[src/rtl/pds_pkg.sv]
package pds_pkg;
  localparam int NDOM     = 2;
  localparam int DATA_W   = 32;
  localparam int PM_EN_BIT = 29;
  localparam int CTRL_DS_BIT = NDOM;

  typedef enum logic [1:0] {DOM_ON, DOM_FALL, DOM_OFF, DOM_RISE} dom_state_t;
  typedef enum logic [1:0] {DS_IDLE, DS_ENTER, DS_ACTIVE} ds_state_t;
endpackage

[src/rtl/pds_domain_seq.sv]
module pds_domain_seq
  import pds_pkg::*;
#(
  parameter int UP_LAT = 16,
  parameter int DN_LAT = 16
) (
  input  logic clk,
  input  logic rst_n,
  input  logic up_req,
  input  logic pm_en,
  input  logic hold,
  output logic is_up,
  output logic is_off
);
  localparam int MAXLAT = (UP_LAT > DN_LAT) ? UP_LAT : DN_LAT;
  localparam int CW = (MAXLAT > 1) ? $clog2(MAXLAT) : 1;

  dom_state_t st;
  logic [CW-1:0] cnt;

  always_ff @(posedge clk or negedge rst_n) begin
    if (!rst_n) begin
      st  <= DOM_ON;
      cnt <= '0;
    end else begin
      unique case (st)
        DOM_ON: if (!up_req && pm_en) begin
          st  <= DOM_FALL;
          cnt <= CW'(DN_LAT - 1);
        end
        DOM_FALL: if (cnt == '0) st <= DOM_OFF;
                  else cnt <= cnt - 1'b1;
        DOM_OFF: if (up_req && !hold) begin
          st  <= DOM_RISE;
          cnt <= CW'(UP_LAT - 1);
        end
        DOM_RISE: if (cnt == '0) st <= DOM_ON;
                  else cnt <= cnt - 1'b1;
        default: st <= DOM_ON;
      endcase
    end
  end

  // Up until the power-down phase finishes; down until power-up finishes.
  assign is_up  = (st == DOM_ON) || (st == DOM_FALL);
  assign is_off = (st == DOM_OFF);
endmodule

[src/rtl/pds_deep_sleep.sv]
module pds_deep_sleep
  import pds_pkg::*;
#(
  parameter int DS_LAT = 16
) (
  input  logic clk,
  input  logic rst_n,
  input  logic ds_req,
  input  logic any_up_req,
  input  logic all_off,
  output logic active,
  output logic busy
);
  localparam int CW = (DS_LAT > 1) ? $clog2(DS_LAT) : 1;

  ds_state_t st;
  logic [CW-1:0] cnt;

  always_ff @(posedge clk or negedge rst_n) begin
    if (!rst_n) begin
      st  <= DS_IDLE;
      cnt <= '0;
    end else begin
      unique case (st)
        DS_IDLE: if (ds_req && all_off && !any_up_req) begin
          st  <= DS_ENTER;
          cnt <= CW'(DS_LAT - 1);
        end
        DS_ENTER: begin
          if (!ds_req || any_up_req) st <= DS_IDLE;
          else if (cnt == '0)        st <= DS_ACTIVE;
          else                       cnt <= cnt - 1'b1;
        end
        DS_ACTIVE: if (any_up_req) st <= DS_IDLE;
        default: st <= DS_IDLE;
      endcase
    end
  end

  assign active = (st == DS_ACTIVE);
  assign busy   = (st != DS_IDLE);
endmodule

[src/rtl/pds_reg_port.sv]
module pds_reg_port
  import pds_pkg::*;
#(
  parameter int ADDR_W = 3
) (
  input  logic              clk,
  input  logic              rst_n,
  input  logic              req_valid,
  output logic              req_ready,
  input  logic              req_write,
  input  logic [ADDR_W-1:0] req_addr,
  input  logic [DATA_W-1:0] req_wdata,
  output logic              rsp_valid,
  input  logic              rsp_ready,
  output logic [DATA_W-1:0] rsp_rdata,
  input  logic [NDOM:0]     status,
  output logic [NDOM-1:0]   ctrl_up,
  output logic              ctrl_ds,
  output logic [NDOM-1:0]   pm_en,
  output logic [NDOM-1:0]   clk_sel
);
  localparam int A_CTRL = 0;
  localparam int A_STAT = 1;
  localparam int A_OPT  = 2;
  localparam int A_SEL  = A_OPT + NDOM;

  logic accept;
  logic [DATA_W-1:0] rd_mux;

  assign req_ready = !rsp_valid || rsp_ready;
  assign accept    = req_valid && req_ready;

  always_comb begin
    rd_mux = '0;
    if (int'(req_addr) == A_CTRL) rd_mux[NDOM:0] = {ctrl_ds, ctrl_up};
    if (int'(req_addr) == A_STAT) rd_mux[NDOM:0] = status;
    for (int i = 0; i < NDOM; i++) begin
      if (int'(req_addr) == A_OPT + i) rd_mux[PM_EN_BIT] = pm_en[i];
      if (int'(req_addr) == A_SEL + i) rd_mux[0] = clk_sel[i];
    end
  end

  always_ff @(posedge clk or negedge rst_n) begin
    if (!rst_n) begin
      rsp_valid <= 1'b0;
      rsp_rdata <= '0;
    end else if (accept) begin
      rsp_valid <= 1'b1;
      rsp_rdata <= req_write ? '0 : rd_mux;
    end else if (rsp_ready) begin
      rsp_valid <= 1'b0;
    end
  end

  always_ff @(posedge clk or negedge rst_n) begin
    if (!rst_n) begin
      ctrl_up <= '1;
      ctrl_ds <= 1'b0;
    end else if (accept && req_write && int'(req_addr) == A_CTRL) begin
      ctrl_up <= req_wdata[NDOM-1:0];
      ctrl_ds <= req_wdata[CTRL_DS_BIT];
    end
  end

  for (genvar g = 0; g < NDOM; g++) begin : g_dom_regs
    always_ff @(posedge clk or negedge rst_n) begin
      if (!rst_n) begin
        pm_en[g]   <= 1'b0;
        clk_sel[g] <= 1'b0;
      end else if (accept && req_write) begin
        if (int'(req_addr) == A_OPT + g) pm_en[g]   <= req_wdata[PM_EN_BIT];
        if (int'(req_addr) == A_SEL + g) clk_sel[g] <= req_wdata[0];
      end
    end
  end
endmodule

[src/rtl/pds_power_ctrl.sv]
module pds_power_ctrl
  import pds_pkg::*;
#(
  parameter int ADDR_W = 3,
  parameter int UP_LAT = 16,
  parameter int DN_LAT = 16,
  parameter int DS_LAT = 16
) (
  input  logic              clk,
  input  logic              rst_n,
  input  logic              req_valid,
  output logic              req_ready,
  input  logic              req_write,
  input  logic [ADDR_W-1:0] req_addr,
  input  logic [31:0]       req_wdata,
  output logic              rsp_valid,
  input  logic              rsp_ready,
  output logic [31:0]       rsp_rdata,
  output logic [1:0]        pwr_up,
  output logic              ds_active,
  output logic [1:0]        pll_sel
);
  logic [NDOM-1:0] ctrl_up, pm_en, clk_sel, dom_off;
  logic ctrl_ds, ds_busy;

  pds_reg_port #(.ADDR_W(ADDR_W)) u_regs (
    .clk(clk), .rst_n(rst_n),
    .req_valid(req_valid), .req_ready(req_ready), .req_write(req_write),
    .req_addr(req_addr), .req_wdata(req_wdata),
    .rsp_valid(rsp_valid), .rsp_ready(rsp_ready), .rsp_rdata(rsp_rdata),
    .status({ds_active, pwr_up}),
    .ctrl_up(ctrl_up), .ctrl_ds(ctrl_ds), .pm_en(pm_en), .clk_sel(clk_sel)
  );

  for (genvar g = 0; g < NDOM; g++) begin : g_dom
    pds_domain_seq #(.UP_LAT(UP_LAT), .DN_LAT(DN_LAT)) u_seq (
      .clk(clk), .rst_n(rst_n),
      .up_req(ctrl_up[g]), .pm_en(pm_en[g]), .hold(ds_busy),
      .is_up(pwr_up[g]), .is_off(dom_off[g])
    );
  end

  pds_deep_sleep #(.DS_LAT(DS_LAT)) u_ds (
    .clk(clk), .rst_n(rst_n),
    .ds_req(ctrl_ds), .any_up_req(|ctrl_up), .all_off(&dom_off),
    .active(ds_active), .busy(ds_busy)
  );

  assign pll_sel = clk_sel & pwr_up;
endmodule

[config.mk]
export PLATFORM = sky130hd
export DESIGN_NAME = pds_power_ctrl
export DESIGN_NICKNAME = d
export VERILOG_FILES = /design/src/rtl/pds_pkg.sv /design/src/rtl/pds_domain_seq.sv /design/src/rtl/pds_deep_sleep.sv /design/src/rtl/pds_reg_port.sv /design/src/rtl/pds_power_ctrl.sv
export SDC_FILE = /design/constraint.sdc
export NUM_CORES = 1
export LEC_CHECK = 0
export CAP_MARGIN = 15
export CORE_UTILIZATION = 35
export DETAILED_ROUTE_END_ITERATION = 8
export GPL_TIMING_DRIVEN = 0
export PLACE_DENSITY = 0.68
export SYNTH_ARGS = -nofsm -noshare
export SYNTH_HDL_FRONTEND = slang
export SYNTH_SLANG_ARGS = --single-unit
[constraint.sdc]
create_clock -name clk -period 1.55 [get_ports clk]
set_clock_uncertainty 0.1 [all_clocks]
set_input_delay 0.31 -clock clk [delete_from_list [all_inputs] [get_ports clk]]
set_output_delay 0.31 -clock clk [all_outputs]
set_load 0.005 [all_outputs]
# == Word level (Yosys, flattened, before mapping) ==
# Cells that the tools add are included.
# word_totals
reg_bits,58
inputBits,40
out_inout_bits,39
# op_classes
add_sub_neg,3
eq_ne,28
mux,36
n_bitwise,1
reduce_logical,43
# op_table
op,n
$mux 4,9
$mux 30,1
$mux 2,12
$pmux 4 s3,2
$ne 2x1->1 const B,8
$pmux 2 s4,2
$eq 3x3->1 const B,4
$logic_not 4->1,3
$ne 2x2->1 const B,6
$reduce_and 4->1,3
$sub 4x1->4 const B,3
$eq 2x2->1 const B,5
$reduce_and 2->1,5
$logic_and 1x1->1,9
$reduce_and 3->1,3
$pmux 4 s2,1
$eq 2x1->1 const B,3
$logic_not 1->1,6
$logic_not 2->1,3
$mux 1,6
$mux 3,2
$pmux 2 s3,1
$reduce_bool 2->1,3
$reduce_or 2->1,3
other kinds (5),8

# == Logic depth before layout (Yosys ltp) ==
# Gate-level depths: netlist of the first run.
# logic_depth
word_depth,6
mapped_depth,5
ltp_nobuf,5

# == Modules after synthesis ==
# Synthesis of the first run repeated with hierarchy kept, for this count alone.
# hier_totals
hier_cells,195
area_unflattened_um2,2008.2
# modules_own_cells
mod,instances,cells_per_inst,area_per_inst_um2
pds_domain_seq,2,42,412.9
pds_reg_port,1,76,825.8
pds_deep_sleep,1,31,331.6
pds_power_ctrl,1,4,25.0

# == Worst setup path after synthesis of the first run ==
# Ideal clock, no wire load.
# synth_timing
path_type,register to register
from,reg g_dom[0].u_seq.st[0]
to,reg g_dom[0].u_seq.st[1]
setup_time_ns,0.125
arrival_time_ns,1.506
path_slack_ns,-0.181
stages_incl_launch_ff,6
path_buffers,0
cell_sequence,dfrtp_1 > inv_1 > ha_1 > nor2_1 > o32ai_2 > mux2_4
# synth_between
elab_chain_len,3
word_cells_on_any_way,10
# synth_rtl
item,line,source
from (decl),pds_domain_seq.sv:18,dom_state_t st;
from (signal assigned),pds_domain_seq.sv:23,st <= DOM_ON;
from (signal assigned),pds_domain_seq.sv:28,st <= DOM_FALL;
from (signal assigned),pds_domain_seq.sv:31,DOM_FALL: if (cnt == '0) st <= DOM_OFF;
"$eq 2x2->1, or another cell as far along",pds_domain_seq.sv:26,unique case (st)
$ne 2x2->1 (no line) / $ne 2x1->1 (equally long branches),-,
$reduce_and 4->1 (no line),-,
# Several ways; a longest one is shown, not always the timed one.
# A chain may end at the register's enable or synchronous reset.

# == Worst setup path in the final report of the first run ==
# layout_timing
from,reg g_dom[1].u_seq.st[0]
to,out pll_sel[1]
# layout_between
elab_chain_len,3
word_cells_on_any_way,4
# layout_rtl
item,line,source
from (decl),pds_domain_seq.sv:18,
from (signal assigned),pds_domain_seq.sv:23,
from (signal assigned),pds_domain_seq.sv:28,
from (signal assigned),pds_domain_seq.sv:31,
$eq 2x1->1 / $logic_not 2->1 (equally long branches),pds_domain_seq.sv:45,assign is_up = (st == DOM_ON) || (st == DOM_FALL);
$logic_or 1x1->1 *,pds_domain_seq.sv:45,
via g_dom[1].u_seq.is_up,pds_domain_seq.sv:12,"output logic is_up,"
$and 2x2->2 *,pds_power_ctrl.sv:49,assign pll_sel = clk_sel & pwr_up;
to (decl),pds_power_ctrl.sv:21,output logic [1:0] pll_sel
# Mark *: on every way through the listed nets, which the timed path passes. The rest lies on a longest branch.

==> metrics.txt, run 1 <==
crit-path max cell delay=between 0.4 and 0.5 ns; pin count of the biggest net entering global routing=31; core outline area=around 0.0056 sq mm; GRT Total Usage=about 16%; EDFF count, synth=0; Post-Route Utilization=55.4%; synthesized cell area=approximately 0.0021 sq mm; Syn Area/Cell=10.2 sq um; CTS buffer count=5; Crit Path Class=flip-flop to output pin; drt first-iter violations=70; io pins=79; vias=1777; Ys Warns=0; Max H-tree Level=2; min Tclk post-route=roughly 1.8 ns; CP arrival=about 1.4 ns; Fillers=~470; vias per std cell=4.90; Yosys cell types=between 40 and 50; failing checks=negative setup slack; layout cells sized above 1=between 40% and 50%; Clk Latency, worst-skew pair=0.29 ns; diode count=0; worst r2r path cells=5; Root Buffer=clkbuf_8; largest cells by area after synthesis=dfrtp_1 33%, buf_4 11%, ha_1 7.1%; most common cell after layout, fill and taps aside=buf_4; Site Rows=27; final slew viol count=0; die area=between 0.006 and 0.007 sq mm; dominant cell type by area after synthesis=dfrtp_1; IO buf count=20; Initial Utilization=between 30% and 40%; first-pass GRT wire length=between 7000 and 8000 um; top-area cell type share of the netlist area=around a third; final-report hold violation count=0; CP required=1.14 ns; Placement Setup Slack=-0.461 ns; outcome=complete, but fails checks; TritonRoute pass-1 iters=4; Routed Wire Length=4990 um; hold path cells=3; fin nets=~340; post-synthesis cell count=206; most frequent cells in the layout=55 x buf_4, 28 x conb_1, 24 x dfrtp_1; f_max=546 MHz; crit start category=flip-flop; Worst Setup End Kind=output pin; CTS tree=done; RSZ-0062 raised after global routing=yes; max_cap viols=0; CP Cell Sequence=ha_4 > or2_4 > and2_4 > buf_6; Worst Setup Slack, final=-0.280 ns; LEAKAGE=approximately 0.0015 uW; Worst slew margin=53.0%; antenna-violating nets left=0; pwr/cell area=1530 mW/mm^2; Overflow after GRT=0; Finish-stage setup viols=19; RD Place Congestion=around 0.8; Worst-path clk slew=about 0.07 ns; CTS max path bufs=2; WL/cell=roughly 14 um; initial antenna violation count=0; Die Width=~80 um; # DRC=0; Yosys reg bits=30; vias in the first global route=between 1500 and 2000; period utilization=118%; sequential area share after synthesis=between 30% and 40%; placed insts=~330; Slew @ Worst Pin=about 0.7 ns; setup TNS=-3.03 ns; Slowest-stage cell, CP=dfrtp_2; Top FF cell, synth=dfrtp_1; Min-Delay Path Class=primary input to flip-flop; die height=approximately 80 um; CP max FO=4; Layout Cells excl Fill=about 360; DPL Wire Length=2960 um; ys async rst share=100%; synthesis-to-layout area growth=48.2%; Clock Sink Count=30; Max IR drop VDD=approximately 0.65 mV
## cells in the mapped netlist (4+ instances only)
| library cell | n |
|---|---|
| nand4_1 | 7 |
| nor3_1 | 7 |
| and2_1 | 4 |
| mux2_2 | 4 |
| nor2_1 | 10 |
| ha_1 | 12 |
| a21oi_1 | 5 |
| dfrtp_1 | 28 |
| buf_4 | 30 |
| inv_1 | 13 |
| nor2b_1 | 5 |
| mux2_1 | 6 |
| o2bb2ai_1 | 8 |
| o31ai_1 | 4 |
| mux2i_1 | 5 |
| a31oi_1 | 5 |
## cells by family after synthesis
logic type                 count (synthesis)  synth area share [%]
other                                      1                 0.178
muxes                                     16                  8.42
and+or+nand+nor                           64                  21.4
DFF                                       30                  35.7
adders and majority gates                 12                  7.12
buffers and inverters                     47                  13.8
AOI/OAI and AO/OA                         36                  13.4
## worst max-delay path: cells and delay by family, from the launching register on
kind          cells  cell delay, ns
buf+inv           1            0.10
flops             1            0.45
simple gates      2            0.40
fa+ha+maj         1            0.18
## report_power, final
part / total, uW / switching [uW] / leakage (uW) / internal, uW
clock network: 763 / 314 / 0.0000575 / 448
registers: 1230 / 222 / 0.000341 / 1010
logic: 2780 / 1260 / 0.00110 / 1520
total: 4770 / 1800 / 0.00150 / 2980
## worst paths after layout
| path | startpoint | end | slack [ns] |
|---|---|---|---|
| min in group asynchronous | rst_n | u_regs.rsp_valid | 0.51 |
| max in group asynchronous | rst_n | g_dom[0].u_seq.st[0] | 0.34 |
| min reg2reg | u_regs.rsp_rdata[0] | u_regs.rsp_rdata[0] | 0.39 |
| max | g_dom[1].u_seq.st[0] | pll_sel[1] | -0.28 |
| min | req_valid | u_regs.rsp_rdata[0] | 0.31 |
| max reg2reg | g_dom[1].u_seq.cnt[1] | g_dom[1].u_seq.cnt[0] | -0.23 |
## metal layers
layer	GRT usage, %	vias to the layer above	routed length [um]
li1	-	865	-
met1	20.2	845	2200
met2	25.7	61	2420
met3	4.00	6	308
met4	6.18	0	64
met5	0	-	0
## flip-flops by register name, summed over array words and instances (netlist names)
signal,cells
u_regs.rsp_rdata,4
u_regs.ctrl_up,2
g_dom.u_seq.cnt,8
u_ds.cnt,4
u_ds.st,2
g_dom.u_seq.st,4
u_regs.ctrl_ds,1
u_regs.clk_sel,2
u_regs.rsp_valid,1
u_regs.pm_en,2
## metrics by stage
| stage | hold slack (ns) | cell area (sq um) | power, uW |
|---|---|---|---|
| floorplan | -0.0856 | 2270 | 2630 |
| global placement | 0.377 | 2560 | 3050 |
| global route | 0.339 | 3130 | 5130 |
| finish | 0.313 | 3130 | 4770 |
| detailed placement | 0.294 | 2550 | 3100 |
| CTS | 0.298 | 2950 | 4380 |
## area by class of cell
class | count | area, sq um | share of cell area [%]
buffer | 33 | 251 | 8.04
clock buffer | 8 | 110 | 3.52
inverter | 13 | 48.8 | 1.56
multi-input combinational | 156 | 1420 | 45.5
timing repair buffer | 51 | 447 | 14.3
sequential | 30 | 758 | 24.2
tap | 72 | 90.1 | 2.88
## repair_timing
| item | CTS | global route |
|---|---|---|
| setup buffers | 22 | 9 |
| endpoints found under the hold margin | 28 | 0 |
| endpoints found under the setup margin | 25 | 28 |
| gates resized for setup | 63 | 26 |
| pin swaps | 24 | 12 |
| hold buffers | 1 | 0 |
| gates cloned | 0 | 0 |
Note: power is estimated with default switching activity, not from simulation.
==> inputs of run 2 (changes only) <==
--- a/config.mk
+++ b/config.mk
@@ -5,11 +5,11 @@
 export SDC_FILE = /design/constraint.sdc
 export NUM_CORES = 1
 export LEC_CHECK = 0
-export CAP_MARGIN = 15
 export CORE_UTILIZATION = 35
 export DETAILED_ROUTE_END_ITERATION = 8
 export GPL_TIMING_DRIVEN = 0
 export PLACE_DENSITY = 0.68
+export SLEW_MARGIN = 20
 export SYNTH_ARGS = -nofsm -noshare
 export SYNTH_HDL_FRONTEND = slang
 export SYNTH_SLANG_ARGS = --single-unit
==> results of run 2 <==
Final layout, timing and power as in run 1 (identical DEF).
